[config.mk]
export PLATFORM = sky130hd
export DESIGN_NAME = udma_burst_launch
export DESIGN_NICKNAME = d
export VERILOG_FILES = /design/src/rtl/udma_launch_pkg.sv /design/src/rtl/udma_sync2.sv /design/src/rtl/udma_fall_det.sv /design/src/rtl/udma_launch_fsm.sv /design/src/rtl/udma_burst_launch.sv
export SDC_FILE = /design/constraint.sdc
export NUM_CORES = 1
export LEC_CHECK = 0
export ABC_AREA = 1
export BUFFER_PORTS_ARGS = -buffer_cell sky130_fd_sc_hd__clkbuf_2
export CORE_AREA = 5 5 42 44
export DETAILED_ROUTE_END_ITERATION = 8
export DIE_AREA = 0 0 47 49
export HOLD_SLACK_MARGIN = 0.1
export MAX_ROUTING_LAYER = met4
export PLACE_DENSITY = 0.89
export SYNTH_ARGS = -nofsm -noshare
export SYNTH_HDL_FRONTEND = slang
export SYNTH_SLANG_ARGS = --single-unit
[constraint.sdc]
create_clock -name clk_i -period 1.75 [get_ports clk_i]
set_input_delay 0.2625 -clock clk_i [delete_from_list [all_inputs] [get_ports clk_i]]
set_output_delay 0.2625 -clock clk_i [all_outputs]
set_load 0.02 [all_outputs]
[src/rtl/udma_launch_pkg.sv]
package udma_launch_pkg;
    typedef enum logic [2:0] {
        ST_IDLE,
        ST_SETUP,
        ST_WAIT_TACK,
        ST_ACKED,
        ST_BURST,
        ST_END
    } launch_state_e;
endpackage

[src/rtl/udma_sync2.sv]
module udma_sync2 #(
    parameter int W = 1
) (
    input  logic         clk_i,
    input  logic         rst_i,
    input  logic [W-1:0] d_i,
    output logic [W-1:0] q_o
);
    logic [W-1:0] meta_q;
    logic [W-1:0] sync_q;

    always_ff @(posedge clk_i) begin
        if (rst_i) begin
            meta_q <= '0;
            sync_q <= '0;
        end else begin
            meta_q <= d_i;
            sync_q <= meta_q;
        end
    end

    assign q_o = sync_q;
endmodule

[src/rtl/udma_fall_det.sv]
module udma_fall_det (
    input  logic clk_i,
    input  logic rst_i,
    input  logic lvl_i,
    output logic fall_o
);
    logic prev_q;

    always_ff @(posedge clk_i) begin
        if (rst_i) prev_q <= 1'b0;
        else       prev_q <= lvl_i;
    end

    assign fall_o = prev_q & ~lvl_i;
endmodule

[src/rtl/udma_launch_fsm.sv]
module udma_launch_fsm
    import udma_launch_pkg::*;
#(
    parameter int ACK_CYC = 3,
    parameter int REL_CYC = 1,
    parameter int SEL_W   = 2,
    parameter int ADDR_W  = 3
) (
    input  logic              clk_i,
    input  logic              rst_i,
    input  logic              start_en_i,
    input  logic              req_s_i,
    input  logic              strobe_fall_i,
    input  logic              end_burst_i,
    input  logic              idle_rdy_n_i,
    input  logic [SEL_W-1:0]  idle_sel_n_i,
    input  logic [ADDR_W-1:0] idle_addr_i,
    output logic              stop_o,
    output logic              host_rdy_n_o,
    output logic [SEL_W-1:0]  sel_n_o,
    output logic [ADDR_W-1:0] addr_o,
    output logic              ack_n_o,
    output logic              bus_drive_o,
    output logic              burst_active_o
);
    localparam int MAX_CNT = (ACK_CYC > REL_CYC) ? ACK_CYC : REL_CYC;
    localparam int CNT_W   = $clog2(MAX_CNT + 1);

    typedef struct packed {
        launch_state_e    state;
        logic [CNT_W-1:0] cnt;
        logic             hold;
    } fsm_t;

    fsm_t cur_q, nxt_d;
    logic eff_req;
    logic acked;

    assign acked   = (cur_q.state == ST_ACKED) || (cur_q.state == ST_BURST);
    assign eff_req = req_s_i | cur_q.hold;

    always_comb begin
        nxt_d = cur_q;
        unique case (cur_q.state)
            ST_IDLE: begin
                if (start_en_i && req_s_i) begin
                    nxt_d.state = ST_SETUP;
                    nxt_d.hold  = 1'b1;
                    nxt_d.cnt   = '0;
                end
            end
            ST_SETUP: begin
                nxt_d.state = ST_WAIT_TACK;
                nxt_d.cnt   = CNT_W'(1);
            end
            ST_WAIT_TACK: begin
                if (cur_q.cnt == CNT_W'(ACK_CYC - 1)) begin
                    nxt_d.state = ST_ACKED;
                    nxt_d.cnt   = '0;
                end else begin
                    nxt_d.cnt = cur_q.cnt + 1'b1;
                end
            end
            ST_ACKED: begin
                if (end_burst_i) begin
                    nxt_d.state = ST_END;
                end else if (cur_q.cnt == CNT_W'(REL_CYC - 1)) begin
                    nxt_d.state = ST_BURST;
                    nxt_d.cnt   = '0;
                end else begin
                    nxt_d.cnt = cur_q.cnt + 1'b1;
                end
            end
            ST_BURST: begin
                if (end_burst_i || !eff_req) nxt_d.state = ST_END;
            end
            ST_END: begin
                nxt_d.state = ST_IDLE;
                nxt_d.hold  = 1'b0;
                nxt_d.cnt   = '0;
            end
            default: begin
                nxt_d.state = ST_IDLE;
                nxt_d.hold  = 1'b0;
                nxt_d.cnt   = '0;
            end
        endcase
        if (acked && strobe_fall_i) nxt_d.hold = 1'b0;
    end

    always_ff @(posedge clk_i) begin
        if (rst_i) begin
            cur_q.state <= ST_IDLE;
            cur_q.cnt   <= '0;
            cur_q.hold  <= 1'b0;
        end else begin
            cur_q <= nxt_d;
        end
    end

    always_comb begin
        if (cur_q.state == ST_IDLE) begin
            stop_o       = 1'b0;
            host_rdy_n_o = idle_rdy_n_i;
            sel_n_o      = idle_sel_n_i;
            addr_o       = idle_addr_i;
        end else begin
            stop_o       = 1'b1;
            host_rdy_n_o = 1'b1;
            sel_n_o      = '1;
            addr_o       = '0;
        end
        ack_n_o        = ~acked;
        burst_active_o = acked;
        bus_drive_o    = (cur_q.state != ST_BURST) && (cur_q.state != ST_END);
    end
endmodule

[src/rtl/udma_burst_launch.sv]
module udma_burst_launch #(
    parameter int T_ACK   = 3,
    parameter int T_AZ    = 2,
    parameter int BUS_REL = 1,
    parameter int SEL_W   = 2,
    parameter int ADDR_W  = 3
) (
    input  logic              clk_i,
    input  logic              rst_i,
    input  logic              start_en_i,
    input  logic              dev_req_i,
    input  logic              dev_strobe_i,
    input  logic              end_burst_i,
    input  logic              idle_rdy_n_i,
    input  logic [SEL_W-1:0]  idle_sel_n_i,
    input  logic [ADDR_W-1:0] idle_addr_i,
    output logic              stop_o,
    output logic              host_rdy_n_o,
    output logic [SEL_W-1:0]  sel_n_o,
    output logic [ADDR_W-1:0] addr_o,
    output logic              ack_n_o,
    output logic              bus_drive_o,
    output logic              burst_active_o
);
    localparam int ACK_CYC = (T_ACK < 2) ? 2 : T_ACK;
    localparam int AZ_CYC  = (T_AZ < 1) ? 1 : T_AZ;
    localparam int REL_LIM = (BUS_REL < 1) ? 1 : BUS_REL;
    localparam int REL_CYC = (REL_LIM > AZ_CYC) ? AZ_CYC : REL_LIM;

    logic [1:0] raw_in;
    logic [1:0] sync_out;
    logic       req_s;
    logic       strobe_s;
    logic       strobe_fall;

    assign raw_in   = {dev_strobe_i, dev_req_i};
    assign req_s    = sync_out[0];
    assign strobe_s = sync_out[1];

    udma_sync2 #(.W(2)) u_sync (
        .clk_i (clk_i),
        .rst_i (rst_i),
        .d_i   (raw_in),
        .q_o   (sync_out)
    );

    udma_fall_det u_fall (
        .clk_i  (clk_i),
        .rst_i  (rst_i),
        .lvl_i  (strobe_s),
        .fall_o (strobe_fall)
    );

    udma_launch_fsm #(
        .ACK_CYC (ACK_CYC),
        .REL_CYC (REL_CYC),
        .SEL_W   (SEL_W),
        .ADDR_W  (ADDR_W)
    ) u_fsm (
        .clk_i          (clk_i),
        .rst_i          (rst_i),
        .start_en_i     (start_en_i),
        .req_s_i        (req_s),
        .strobe_fall_i  (strobe_fall),
        .end_burst_i    (end_burst_i),
        .idle_rdy_n_i   (idle_rdy_n_i),
        .idle_sel_n_i   (idle_sel_n_i),
        .idle_addr_i    (idle_addr_i),
        .stop_o         (stop_o),
        .host_rdy_n_o   (host_rdy_n_o),
        .sel_n_o        (sel_n_o),
        .addr_o         (addr_o),
        .ack_n_o        (ack_n_o),
        .bus_drive_o    (bus_drive_o),
        .burst_active_o (burst_active_o)
    );
endmodule

==> impl_metrics.tcl <==
set metrics [dict create \
    die_h_um 49 \
    syn_nets 121 \
    ys_warn_count 0 \
    relSlewSlack_pct 82.95 \
    area_delta_synth_final_pct 23.69 \
    finalHoldViolations 0 \
    fin_area_sq_um 797.0 \
    finalClockSkew_ps 0.8769 \
    grt_first_pass_wirelength_um 2201 \
    worstSkewPairLatency_ps 260 \
    cts_max_path_buffers 2 \
    r2r_end "u_fsm.cur_q[5]" \
    synth_area_sq_um 644.4 \
    place_inst 142 \
    num_vias 697 \
    grt_setup_unrepaired "no" \
    io_pins 22 \
    setup.worst_path.end "host_rdy_n_o" \
    reg2reg_slack_ps 550 \
    dp_hpwl_um 1133 \
    cts.sinks 11 \
    start_util_pct 45.98 \
    htreeDepth 1 \
    diodes 0 \
    rows 14 \
    gp_congestion 0.8545 \
    internal_power_mw 0.5721 \
    drtIter0Drc 16 \
    nets 146 \
    fmax_mhz 622.0 \
    syn-instance-count 106 \
    yosys.area.top_type "dfxtp_1" \
    fin_crit_sh_pct 91.87 \
    cts_buffers 3 \
    fin_hold_ws_ps 186.8 \
    tightest_slew_ps 255.4 \
    firstDrtPassIters 4 \
    ff_latch_area_sq_um 220.2 \
    drive_above_1_share_pct 27.69 \
    netlist.area_leader.share_pct 34.17 \
    power.switching_mw 0.4935 \
    worst_setup_path_end_kind "output port" \
    multi_input_area_sq_um 346.6 \
    ir_drop_mv 0.6530 \
    netSwitchingFraction_pct 46.31 \
    yosysSeqAreaShare_pct 34.17 \
    placed_area_sq_um 765.7 \
    wl_um 1328 \
    cp.required_ps 1490 \
    grt_max_degree 10 \
    critPathKind "reg -> out" \
    portBuffers 21 \
    cts_tree "built" \
    start_kind "flop" \
    ys_ff_latch 11 \
    cts_setup_buffers 0 \
    cts-root-buf "clkbuf_4" \
    setup_viol 0 \
    p_comb_share_pct 54.4 \
    core_sq_um 1401 \
    totalPowerFinal_mw 1.066 \
    cap_violations 0 \
    cp.arrival_ps 1350 \
    cp_max_fo 8 \
    fin_tns_setup_ps 0 \
    status "finished clean" \
    synth.distinct_cells 15 \
    wire_per_inst_um 9.096 \
    grt_overflow 0 \
    reg2reg_depth 9 \
    r2r-start "u_fsm.cur_q[1]" \
    instances_no_fill 146 \
    p_per_area_nw_per_um2 1337 \
    pwr-share-clk_pct 15.1 \
    die_w_um 47 \
    drcViolationCount 0 \
    grt_pass1_vias 637 \
    p_leak_nw 0.4408 \
    vias_per_cell 4.774 \
    grt.total_usage_pct 13.19 \
    slew_viol_final 0 \
    antenna_found_initial 0 \
    avgSynthCellArea_sq_um 6.079 \
    layout_min_cycle_time_ps 1608 \
    fillers 150 \
    hold_path_class "in -> reg" \
    clk_pin_slew_worst_paths_ps 60 \
    ant_nets 0 \
    die_area_sq_um 2303 \
    seqPwrFrac_pct 30.6 \
    yosys-top-cells-area "dfxtp_1 34%, nand2_1 15%, nor2_1 13%" \
    critPathLaunch "u_fsm.cur_q[3]" \
]
-- cells in the mapped netlist (all sizes together) --
library cell,n
nand2,26
nand3,8
nor2,25
o21ai,2
nand4,1
o211ai,1
a21oi,4
inv,21
ha,3
or2,3
clkbuf,1
dfxtp,11
-- sequential cells by signal, summed over array words and instances, names as in the netlist --
| register | count |
|---|---|
| u_fsm.cur_q | 6 |
| u_fall.prev_q | 1 |
| u_sync.q_o | 2 |
| u_sync.meta_q | 2 |
-- kinds of logic (layout without fill, tap and decap cells) --
group / count (synthesis) / count (layout) / synth area share [%]
fa+ha+maj: 3 / 3 / 5.826
flops: 11 / 11 / 34.17
buf+inv: 22 / 46 / 12.81
compound gates: 7 / 7 / 5.826
simple gates: 63 / 63 / 41.36
-- metal layers --
layer	track usage (%)	routed length, um	vias up
met2	21.95	623	32
met5	-	0	-
met3	2.214	167	4
met1	12.67	513	294
li1	-	-	367
met4	10.14	23	0
-- worst max-delay path, cell delays in order, from the launching register on --
cell	delay [ps]
dfxtp_1	360
nor2_2	170
nand2_2	110
or2_2	280
clkbuf_2	160
-- power groups by stage --
stage / Sequential [mW] / Combinational [mW] / Clock (mW)
floorplan: 0.321 / 0.429 / 0
global placement: 0.325 / 0.561 / 0
detailed placement: 0.330 / 0.575 / 0
CTS: 0.324 / 0.577 / 0.171
global route: 0.334 / 0.653 / 0.183
finish: 0.326 / 0.579 / 0.160
-- worst min-delay path by stage --
stage | startpoint | to | depth (start not counted)
final | dev_strobe_i | u_sync.meta_q[1] | 3
after global routing | dev_req_i | u_sync.meta_q[0] | 3
after CTS | dev_strobe_i | u_sync.meta_q[1] | 3
after detailed placement | u_sync.meta_q[0] | u_sync.q_o[0] | 2
after global placement | u_sync.meta_q[0] | u_sync.q_o[0] | 2
after floorplan | dev_req_i | u_sync.meta_q[0] | 2
-- through the flow --
stage	util, %	setup slack, ps
4_1_cts	56.52	24.08
3_3_place_gp	54.64	375.3
3_5_place_dp	54.64	316.5
5_1_grt	56.88	8.199
2_1_floorplan	-	370.5
6_report	56.88	142.3
-- area by class of cell --
class | instances | share of cell area [%]
sequential | 11 | 27.63
inverter | 21 | 9.890
clock buffer | 4 | 3.297
multi-input combinational | 73 | 43.49
timing repair buffer | 21 | 13.19
tap | 16 | 2.512
-- what timing repair did --
action | CTS | global route
gates resized for setup | 0 | 2
setup endpoints to repair | 0 | 4
hold buffers | 0 | 0
-- placed cells by master, fill, tap and decap left out, drive strengths merged --
cell type,synthesis,routed
dfxtp,11,11
clkbuf,1,25
ha,3,3
o211ai,1,1
nand4,1,1
nor2,25,25
nand2,26,26
inv,21,21
nand3,8,8
o21ai,2,2
or2,3,3
a21oi,4,4
Power figures use the tool's default switching activity.
